$ cat config.mk
export PLATFORM = sky130hd
export DESIGN_NAME = rx_msg_fifo
export DESIGN_NICKNAME = d
export VERILOG_FILES = /design/src/rtl/rxf_pkg.sv /design/src/rtl/rxf_ctrl.sv /design/src/rtl/rxf_dpath.sv /design/src/rtl/rx_msg_fifo.sv
export SDC_FILE = /design/constraint.sdc
export NUM_CORES = 2
export LEC_CHECK = 0
export BUFFER_PORTS_ARGS = -buffer_cell sky130_fd_sc_hd__clkbuf_2
export CORE_AREA = 2 2 454 456
export DETAILED_ROUTE_END_ITERATION = 10
export DIE_AREA = 0 0 456 458
export GPL_TIMING_DRIVEN = 0
export SLEW_MARGIN = 20
export SYNTH_ARGS = -nofsm -noshare
export SYNTH_HDL_FRONTEND = slang
export SYNTH_SLANG_ARGS = --single-unit
$ cat constraint.sdc
create_clock -name clk -period 34.7 [get_ports clk]
set_input_delay 3.47 -clock clk [delete_from_list [all_inputs] [get_ports clk]]
set_output_delay 3.47 -clock clk [all_outputs]
set_load 0.01 [all_outputs]
$ cat src/rtl/rxf_pkg.sv
package rxf_pkg;

  // Header layout of one stored message element (LSB first: id upward)
  typedef struct packed {
    logic [15:0] ts;
    logic [6:0]  fidx;
    logic        anmf;
    logic        fdf;
    logic        brs;
    logic [3:0]  dlc;
    logic        esi;
    logic        rtr;
    logic        xtd;
    logic [28:0] id;
  } rxHdr_t;

  localparam int HDR_W = $bits(rxHdr_t);

  // Control to datapath strobes
  typedef struct packed {
    logic store;  // write offered element at write pointer
    logic pop;    // advance read pointer (host ack or overwrite drop)
  } fifoStrobe_t;

  // Payload bytes selected by the size code
  function automatic logic [7:0] payloadBytes(input logic [2:0] code);
    case (code)
      3'd0: return 8'd8;
      3'd1: return 8'd12;
      3'd2: return 8'd16;
      3'd3: return 8'd20;
      3'd4: return 8'd24;
      3'd5: return 8'd32;
      3'd6: return 8'd48;
      default: return 8'd64;
    endcase
  endfunction

endpackage

$ cat src/rtl/rxf_ctrl.sv
module rxf_ctrl
  import rxf_pkg::*;
#(
  parameter int CW = 3
) (
  input  logic          clk,
  input  logic          rstN,
  input  logic [CW-1:0] cfgDepth,
  input  logic [CW-1:0] cfgWatermark,
  input  logic          cfgOverwrite,
  input  logic          wrValid,
  input  logic          rdAck,
  input  logic [3:0]    evtClear,
  output fifoStrobe_t   strobe,
  output logic [CW-1:0] fillLevel,
  output logic [3:0]    evtFlags
);

  logic [CW-1:0] level, levelNext;
  logic [3:0]    flags, setMask;
  logic          isFull, ackOk, lostNow, grow, shrink;

  always_comb begin
    isFull       = (level == cfgDepth);
    ackOk        = rdAck && (level != '0);
    strobe.store = wrValid && (!isFull || ackOk || cfgOverwrite);
    strobe.pop   = ackOk || (wrValid && isFull && cfgOverwrite);
    lostNow      = wrValid && isFull && !ackOk && !cfgOverwrite;
    grow         = strobe.store && !strobe.pop;
    shrink       = strobe.pop && !strobe.store;
    levelNext    = level;
    if (grow)        levelNext = level + CW'(1);
    else if (shrink) levelNext = level - CW'(1);
    setMask[0] = strobe.store;
    setMask[1] = grow && (cfgWatermark != '0) && (levelNext == cfgWatermark);
    setMask[2] = grow && (levelNext == cfgDepth);
    setMask[3] = lostNow;
  end

  always_ff @(posedge clk) begin
    if (!rstN) begin
      level <= '0;
      flags <= '0;
    end else begin
      level <= levelNext;
      flags <= (flags & ~evtClear) | setMask;
    end
  end

  assign fillLevel = level;
  assign evtFlags  = flags;

endmodule

$ cat src/rtl/rxf_dpath.sv
module rxf_dpath
  import rxf_pkg::*;
#(
  parameter int DEPTH = 4,
  parameter int MAXB  = 64,
  parameter int CW    = 3,
  parameter int AW    = 2
) (
  input  logic              clk,
  input  logic              rstN,
  input  logic [CW-1:0]     cfgDepth,
  input  logic [2:0]        cfgSizeCode,
  input  fifoStrobe_t       strobe,
  input  logic [HDR_W-1:0]  wrHdr,
  input  logic [8*MAXB-1:0] wrData,
  output logic [HDR_W-1:0]  rdHdr,
  output logic [8*MAXB-1:0] rdData
);

  rxHdr_t            hdrMem  [DEPTH];
  logic [8*MAXB-1:0] dataMem [DEPTH];
  logic [AW-1:0]     wrPtr, rdPtr;
  logic [7:0]        keepBytes;
  logic [8*MAXB-1:0] keepMask;

  assign keepBytes = payloadBytes(cfgSizeCode);

  // Per-byte keep mask: bytes beyond the selected size store as zero
  for (genvar b = 0; b < MAXB; b++) begin : g_mask
    assign keepMask[b*8 +: 8] = {8{8'(b) < keepBytes}};
  end

  function automatic logic [AW-1:0] bump(input logic [AW-1:0] p);
    return (CW'(p) == cfgDepth - CW'(1)) ? '0 : p + AW'(1);
  endfunction

  always_ff @(posedge clk) begin
    if (!rstN) begin
      wrPtr <= '0;
      rdPtr <= '0;
    end else begin
      if (strobe.store) wrPtr <= bump(wrPtr);
      if (strobe.pop)   rdPtr <= bump(rdPtr);
    end
  end

  always_ff @(posedge clk) begin
    if (strobe.store) begin
      hdrMem[wrPtr]  <= rxHdr_t'(wrHdr);
      dataMem[wrPtr] <= wrData & keepMask;
    end
  end

  assign rdHdr  = hdrMem[rdPtr];
  assign rdData = dataMem[rdPtr];

endmodule

$ cat src/rtl/rx_msg_fifo.sv
module rx_msg_fifo
  import rxf_pkg::*;
#(
  parameter int DEPTH = 4,
  parameter int MAXB  = 64,
  localparam int CW   = $clog2(DEPTH + 1),
  localparam int AW   = (DEPTH > 1) ? $clog2(DEPTH) : 1
) (
  input  logic              clk,
  input  logic              rstN,
  input  logic [CW-1:0]     cfgDepth,
  input  logic [CW-1:0]     cfgWatermark,
  input  logic              cfgOverwrite,
  input  logic [2:0]        cfgSizeCode,
  input  logic              wrValid,
  input  logic [HDR_W-1:0]  wrHdr,
  input  logic [8*MAXB-1:0] wrData,
  output logic              rdValid,
  output logic [HDR_W-1:0]  rdHdr,
  output logic [8*MAXB-1:0] rdData,
  input  logic              rdAck,
  output logic [CW-1:0]     fillLevel,
  output logic [3:0]        evtFlags,
  input  logic [3:0]        evtClear
);

  fifoStrobe_t strobe;

  rxf_ctrl #(.CW(CW)) u_ctrl (
    .clk(clk), .rstN(rstN), .cfgDepth(cfgDepth), .cfgWatermark(cfgWatermark),
    .cfgOverwrite(cfgOverwrite), .wrValid(wrValid), .rdAck(rdAck),
    .evtClear(evtClear), .strobe(strobe), .fillLevel(fillLevel), .evtFlags(evtFlags)
  );

  rxf_dpath #(.DEPTH(DEPTH), .MAXB(MAXB), .CW(CW), .AW(AW)) u_dpath (
    .clk(clk), .rstN(rstN), .cfgDepth(cfgDepth), .cfgSizeCode(cfgSizeCode),
    .strobe(strobe), .wrHdr(wrHdr), .wrData(wrData), .rdHdr(rdHdr), .rdData(rdData)
  );

  assign rdValid = (fillLevel != '0);

endmodule

Word-level counts from Yosys, hierarchy flattened
Memory sizes are Yosys's and may differ from the RTL's. A register that Yosys moved wholly into a read port is not among the register bits.
Cells that the tools add are included.
Widths: inputs -> output; s select.
{"block": "totals", "regBits": 11, "latchBits": 0, "ramBits": 2296, "mem_bits_ro": 0, "input_bits": 592, "wordCells": 123, "memories": 2}
{"memory": "u_dpath.dataMem", "depth": 4, "width": 512, "read_ports": 1, "rd_clocked_by_memory_dff": 1, "wr": 1, "line": "rxf_dpath.sv:21", "rtl": "logic [8*MAXB-1:0] dataMem [DEPTH];"}
{"memory": "u_dpath.hdrMem", "depth": 4, "width": 62, "read_ports": 1, "rd_clocked_by_memory_dff": 1, "wr": 1, "line": "rxf_dpath.sv:20", "rtl": "rxHdr_t hdrMem [DEPTH];"}
{"block": "classes", "add_sub_neg": 5, "mul": 0, "n_div": 0, "n_lt_le_gt_ge": 64, "n_eq_ne": 11, "shifts": 0, "mux": 11, "bitwise": 4, "n_reduce_logical": 22}
{"op": "$and 512x512->512", "n": 1}
{"op": "$lt 6x7->1 const A", "n": 32}
{"op": "$lt 5x7->1 const A", "n": 16}
{"op": "$lt 4x7->1 const A", "n": 8}
{"op": "$pmux 7 s7", "n": 1}
{"op": "$lt 3x7->1 const A", "n": 4}
{"op": "$lt 1x7->1 const A", "n": 2}
{"op": "$lt 2x7->1 const A", "n": 2}
{"op": "$mux 2", "n": 6}
{"op": "$logic_and 1x1->1", "n": 11}
{"op": "$eq 3x3->1", "n": 3}
{"op": "$eq 3x3->1 const B", "n": 3}
{"op": "$eq 2x3->1", "n": 2}
{"op": "$eq 3x2->1 const B", "n": 2}
{"op": "$mux 3", "n": 2}
{"op": "$reduce_bool 3->1", "n": 2}
{"op": "$sub 3x1->3 const B", "n": 2}
{"op": "$logic_not 1->1", "n": 5}
{"op": "$add 2x1->2 const B", "n": 2}
{"op": "$and 4x4->4", "n": 1}
{"op": "$not 4->4", "n": 1}
{"op": "$or 4x4->4", "n": 1}
{"op": "$add 3x1->3 const B", "n": 1}
{"op": "$eq 3x1->1 const B", "n": 1}
{"op": "other kinds (3)", "n": 6}

Logic depth before layout (Yosys ltp)
{"block": "logic_depth", "word_depth": 12, "ltp_mapped": 9, "depth_no_buf": 9}

Cells and area by module
A second synthesis with hierarchy kept.
{"block": "hier_totals", "hier_cells": 3683, "area_unflattened_um2": 87645.3}
{"mod": "rxf_dpath", "instances": 1, "cells_per_inst": 3620, "area_per_inst_um2": 87082.3, "seq_area_each_um2": 69066.2}
{"mod": "rxf_ctrl", "instances": 1, "cells_per_inst": 62, "area_per_inst_um2": 556.8, "seq_area_each_um2": 140.1}
{"mod": "rx_msg_fifo", "instances": 1, "cells_per_inst": 1, "area_per_inst_um2": 6.3, "seq_area_each_um2": 0.0}

Worst setup path after synthesis
No wires, ideal clock.
{"block": "synth_path", "path_type": "input to register", "startpoint": "input cfgDepth[2]", "endpoint": "memory u_dpath.dataMem[0][0] (netlist name), enable pin", "setup_ns": 1.015, "arrival_ns": 17.104, "t_required_ns": 33.685, "setup_slack_ns": 16.581, "stages": 5, "n_path_buf": 0, "cell_sequence": "xnor2_1 nand3_1 nor3_1 nor2_1 and2_1"}
{"block": "synth_via", "elab_chain_len": 7}
{"item": "from (decl)", "line": "rx_msg_fifo.sv:11", "rtl": "input logic [CW-1:0] cfgDepth,"}
{"item": "$eq 3x3->1", "line": "rxf_ctrl.sv:24", "rtl": "isFull = (level == cfgDepth);"}
{"item": "$logic_not 1->1", "line": "rxf_ctrl.sv:26", "rtl": "strobe.store = wrValid && (!isFull || ackOk || cfgOverwrite);"}
{"item": "$logic_or 1x1->1 (2 in series)", "line": "rxf_ctrl.sv:26"}
{"item": "$logic_and 1x1->1", "line": "rxf_ctrl.sv:26"}
{"item": "$mux 1", "line": "rxf_dpath.sv:48", "rtl": "if (strobe.store) begin"}
{"item": "$mux 1 (not written as such)", "line": "rxf_dpath.sv:50", "rtl": "dataMem[wrPtr] <= wrData & keepMask;"}
{"item": "to (decl)", "line": "rxf_dpath.sv:21"}
No other way between the ends.

==> impl_metrics.tcl <==
set metrics [dict create \
    rsz0062_at_grt "no" \
    p_leak_uw 0.0360 \
    setup-tns-final_ns 0 \
    critical_path_class "reg -> out" \
    timing.reg2reg.setup_slack_ns 30.44 \
    number_of_max_capacitance_violations_reported 0 \
    via_count_of_the_first_global_routing_pass 43900 \
    routed_via_density 5.34 \
    grt_max_degree 45 \
    crit-reg2reg-launch "u_ctrl.fillLevel[0]$_SDFF_PN0_" \
    synth.cell_area_um2 86600 \
    ff2ff_path_depth 12 \
    syn_area_per_cell_um2 23.6 \
    yosys_register_bits 2309 \
    cp.arrival_ns 3.99 \
    ys_seq_area_frac 0.799 \
    fin_crit_sh 0.215 \
    detail_route.wl_per_cell_um 28.7 \
    post-route-util 0.513 \
    place_congestion 0.817 \
    drc_errors 0 \
    syn_inst 3677 \
    cpMaxStageDelayCell "clkbuf_1" \
    drt_first_pass_iters 5 \
    timing.critical_path.mode_cell "clkbuf_1" \
    setup_viol 0 \
    outcome "completed" \
    critPathCaptureType "output pin" \
    final_wl_mm 230 \
    numCtsBuffers 230 \
    synth_nets 4277 \
    worstSkewPairLatency_ns 0.87 \
    synthDistinctLibCells 32 \
    root_buffer "clkbuf_16" \
    htree_num_levels 4 \
    drive_above_1_share 0.405 \
    layout_area_growth_over_synthesis_pct 20.7 \
    critical_path.reg2reg.endpoint "u_dpath.dataMem[1][86]$_DFFE_PP_" \
    floorplan.io_pins 1174 \
    core.rowCount 166 \
    die_w_um 456 \
    irDropWorstVdd_mv 0.0556 \
    worst_hold_slack_ns 0.509 \
    chipHeight_um 458 \
    place.detailed.hpwl_mm 162 \
    floorplan.initialDensity 0.425 \
    grt_antenna_before_repair 81 \
    tritoncts_num_sinks 2309 \
    achievable-frequency_ghz 0.134 \
    clock_tree.buffer_depth 3 \
    dp_cells 7539 \
    grt_first_pass_wirelength_mm 324 \
    cts_resized 0 \
    grt_overflow 0 \
    ys_warn_count 0 \
    finalHoldViolations 0 \
    nets 5683 \
    number_of_synthesized_flops_with_an_enable_pin 2296 \
    ys_async_sr_fraction 0 \
    report.power.total_uw 6750 \
    number_of_buffers_added_for_setup_after_cts 0 \
    groute.usage.overall 0.217 \
    period_minus_slack_ns 7.46 \
    antenna_violating_nets_post_route 0 \
    hold_path.class "reg -> reg" \
    clock_skew_ns 0.0458 \
    clk_transition_reported_paths_ns 0.06 \
    worst_hold_path.num_cells 2 \
    post_layout_nonfiller_instances 8012 \
    die_area_um2 209000 \
    power-per-cell-area_nw_per_um2 64.6 \
    num_vias 42800 \
    timing_worst_slew_pin_value_ns 1.15 \
    ys_dominant_reg_cell "edfxtp_1" \
    slew_violations 0 \
    core-area_um2 204000 \
    port_buffers 1109 \
    starting_drc_count_in_detailed_routing 3192 \
    critical-path-max-stage-delay_ns 0.78 \
    crit_path_cell_trace "clkbuf_1 -> clkbuf_1 -> clkbuf_1 -> mux4_2 -> clkbuf_2" \
    crit_path_max_fanout 10 \
    critical_path.startpoint_type "flip-flop" \
    cts_tree "done" \
    worst_setup_path_endpoint "rdData[426]" \
    critPathRequiredTime_ns 31.23 \
    cts_hold_repair.buffers 0 \
    tightest_slew_margin_relative_to_the_limit 0.226 \
]
state kept, by name (all words and copies together), names as in the netlist, named ones only:
signal and count:
u_dpath.wrPtr 2, u_dpath.hdrMem 248, u_ctrl.evtFlags 4, u_ctrl.fillLevel 3, u_dpath.rdPtr 2, u_dpath.dataMem 2048
synth_stat cells (all sizes together) (4+ instances only):
cell	count	share of area
edfxtp	2296	0.80
a21oi	5	0.00029
nand2	4	0.00017
dfxtp	13	0.0030
inv	7	0.00030
buf	76	0.0041
clkbuf	178	0.0077
nor2	5	0.00022
mux4	574	0.15
xnor2	10	0.0010
and3	129	0.0093
and2	235	0.017
nor2b	103	0.0074
ha	8	0.0012
xor2	5	0.00051
where the power goes:
part	leakage, µW	internal (µW)	total [µW]	switching [µW]
Sequential	0.0216	3230	3260	30.8
Combinational	0.0108	461	1100	638
Clock	0.00352	1340	2390	1050
Total	0.0360	5040	6750	1720
placed cells by master, fill, tap and decap left out, drive strengths merged:
cell      count
diode        47
o31ai         1
a21oi         5
clkbuf     1578
a2bb2oi       1
clkinv      104
nor3          3
mux4        574
a22oi         1
bufinv       16
ha            8
a31oi         3
inv          14
xor2          5
o41ai         2
a31o          2
nand2         4
nand3b        1
and2        235
buf         141
and3        129
o21ai         3
xnor2        10
dfxtp        13
o21a          2
nand3         3
nor2b       103
mux2i         2
edfxtp     2296
mux2          1
nor3b         2
nor2          5
clkinvlp      8
nand2b        2
worst min-delay path by stage:
stage | start | endpoint | slack [ns]
detailed placement | u_ctrl.evtFlags[1]$_SDFF_PN0_ | u_ctrl.evtFlags[1]$_SDFF_PN0_ | 0.49
finish | u_ctrl.evtFlags[1]$_SDFF_PN0_ | u_ctrl.evtFlags[1]$_SDFF_PN0_ | 0.51
global route | u_ctrl.evtFlags[1]$_SDFF_PN0_ | u_ctrl.evtFlags[1]$_SDFF_PN0_ | 0.53
global placement | u_ctrl.evtFlags[1]$_SDFF_PN0_ | u_ctrl.evtFlags[1]$_SDFF_PN0_ | 0.49
CTS | u_ctrl.evtFlags[1]$_SDFF_PN0_ | u_ctrl.evtFlags[1]$_SDFF_PN0_ | 0.51
floorplan | u_ctrl.evtFlags[1]$_SDFF_PN0_ | u_ctrl.evtFlags[1]$_SDFF_PN0_ | 0.52
routing by layer:
metal / track usage / up-vias / wire [µm]
met5: 0 / - / 292
met4: 0.101 / 50 / 10600
met3: 0.0589 / 426 / 15800
met2: 0.364 / 1420 / 117000
met1: 0.263 / 22700 / 86500
li1: - / 18200 / -
critical path: cells and delay by family (launching register included):
kind | cells | cell delay, ns
buf+inv | 4 | 2.36
mux | 1 | 0.43
flops | 1 | 0.31
layout make-up:
cell class              count  area (µm²)
multi-input cells        1107       16400
clock inverters           135        1270
flip-flops and latches   2309       69200
repair buffers           1174        7160
plain buffers             254        1030
fillers                 16300       99200
well taps                2688        3360
inverters                   7        26.3
clock buffers             291        6010
diodes                     47         118
cell families after synthesis:
| kind of cell | share of synthesized area |
|---|---|
| xor gates and xnor gates | 0.00152 |
| muxes | 0.150 |
| adders and majority gates | 0.00116 |
| DFF | 0.799 |
| buffers and inverters | 0.0121 |
| and+or+nand+nor | 0.0349 |
| AOI/OAI and AO/OA | 0.00175 |
per-stage QoR:
step,area [µm²],setup slack (ns)
after floorplan,86600,16.58
after global placement,95500,4.01
after detailed placement,97200,27.41
after CTS,104000,26.70
after global routing,105000,26.76
final,105000,27.24
Power figures use the tool's default switching activity.
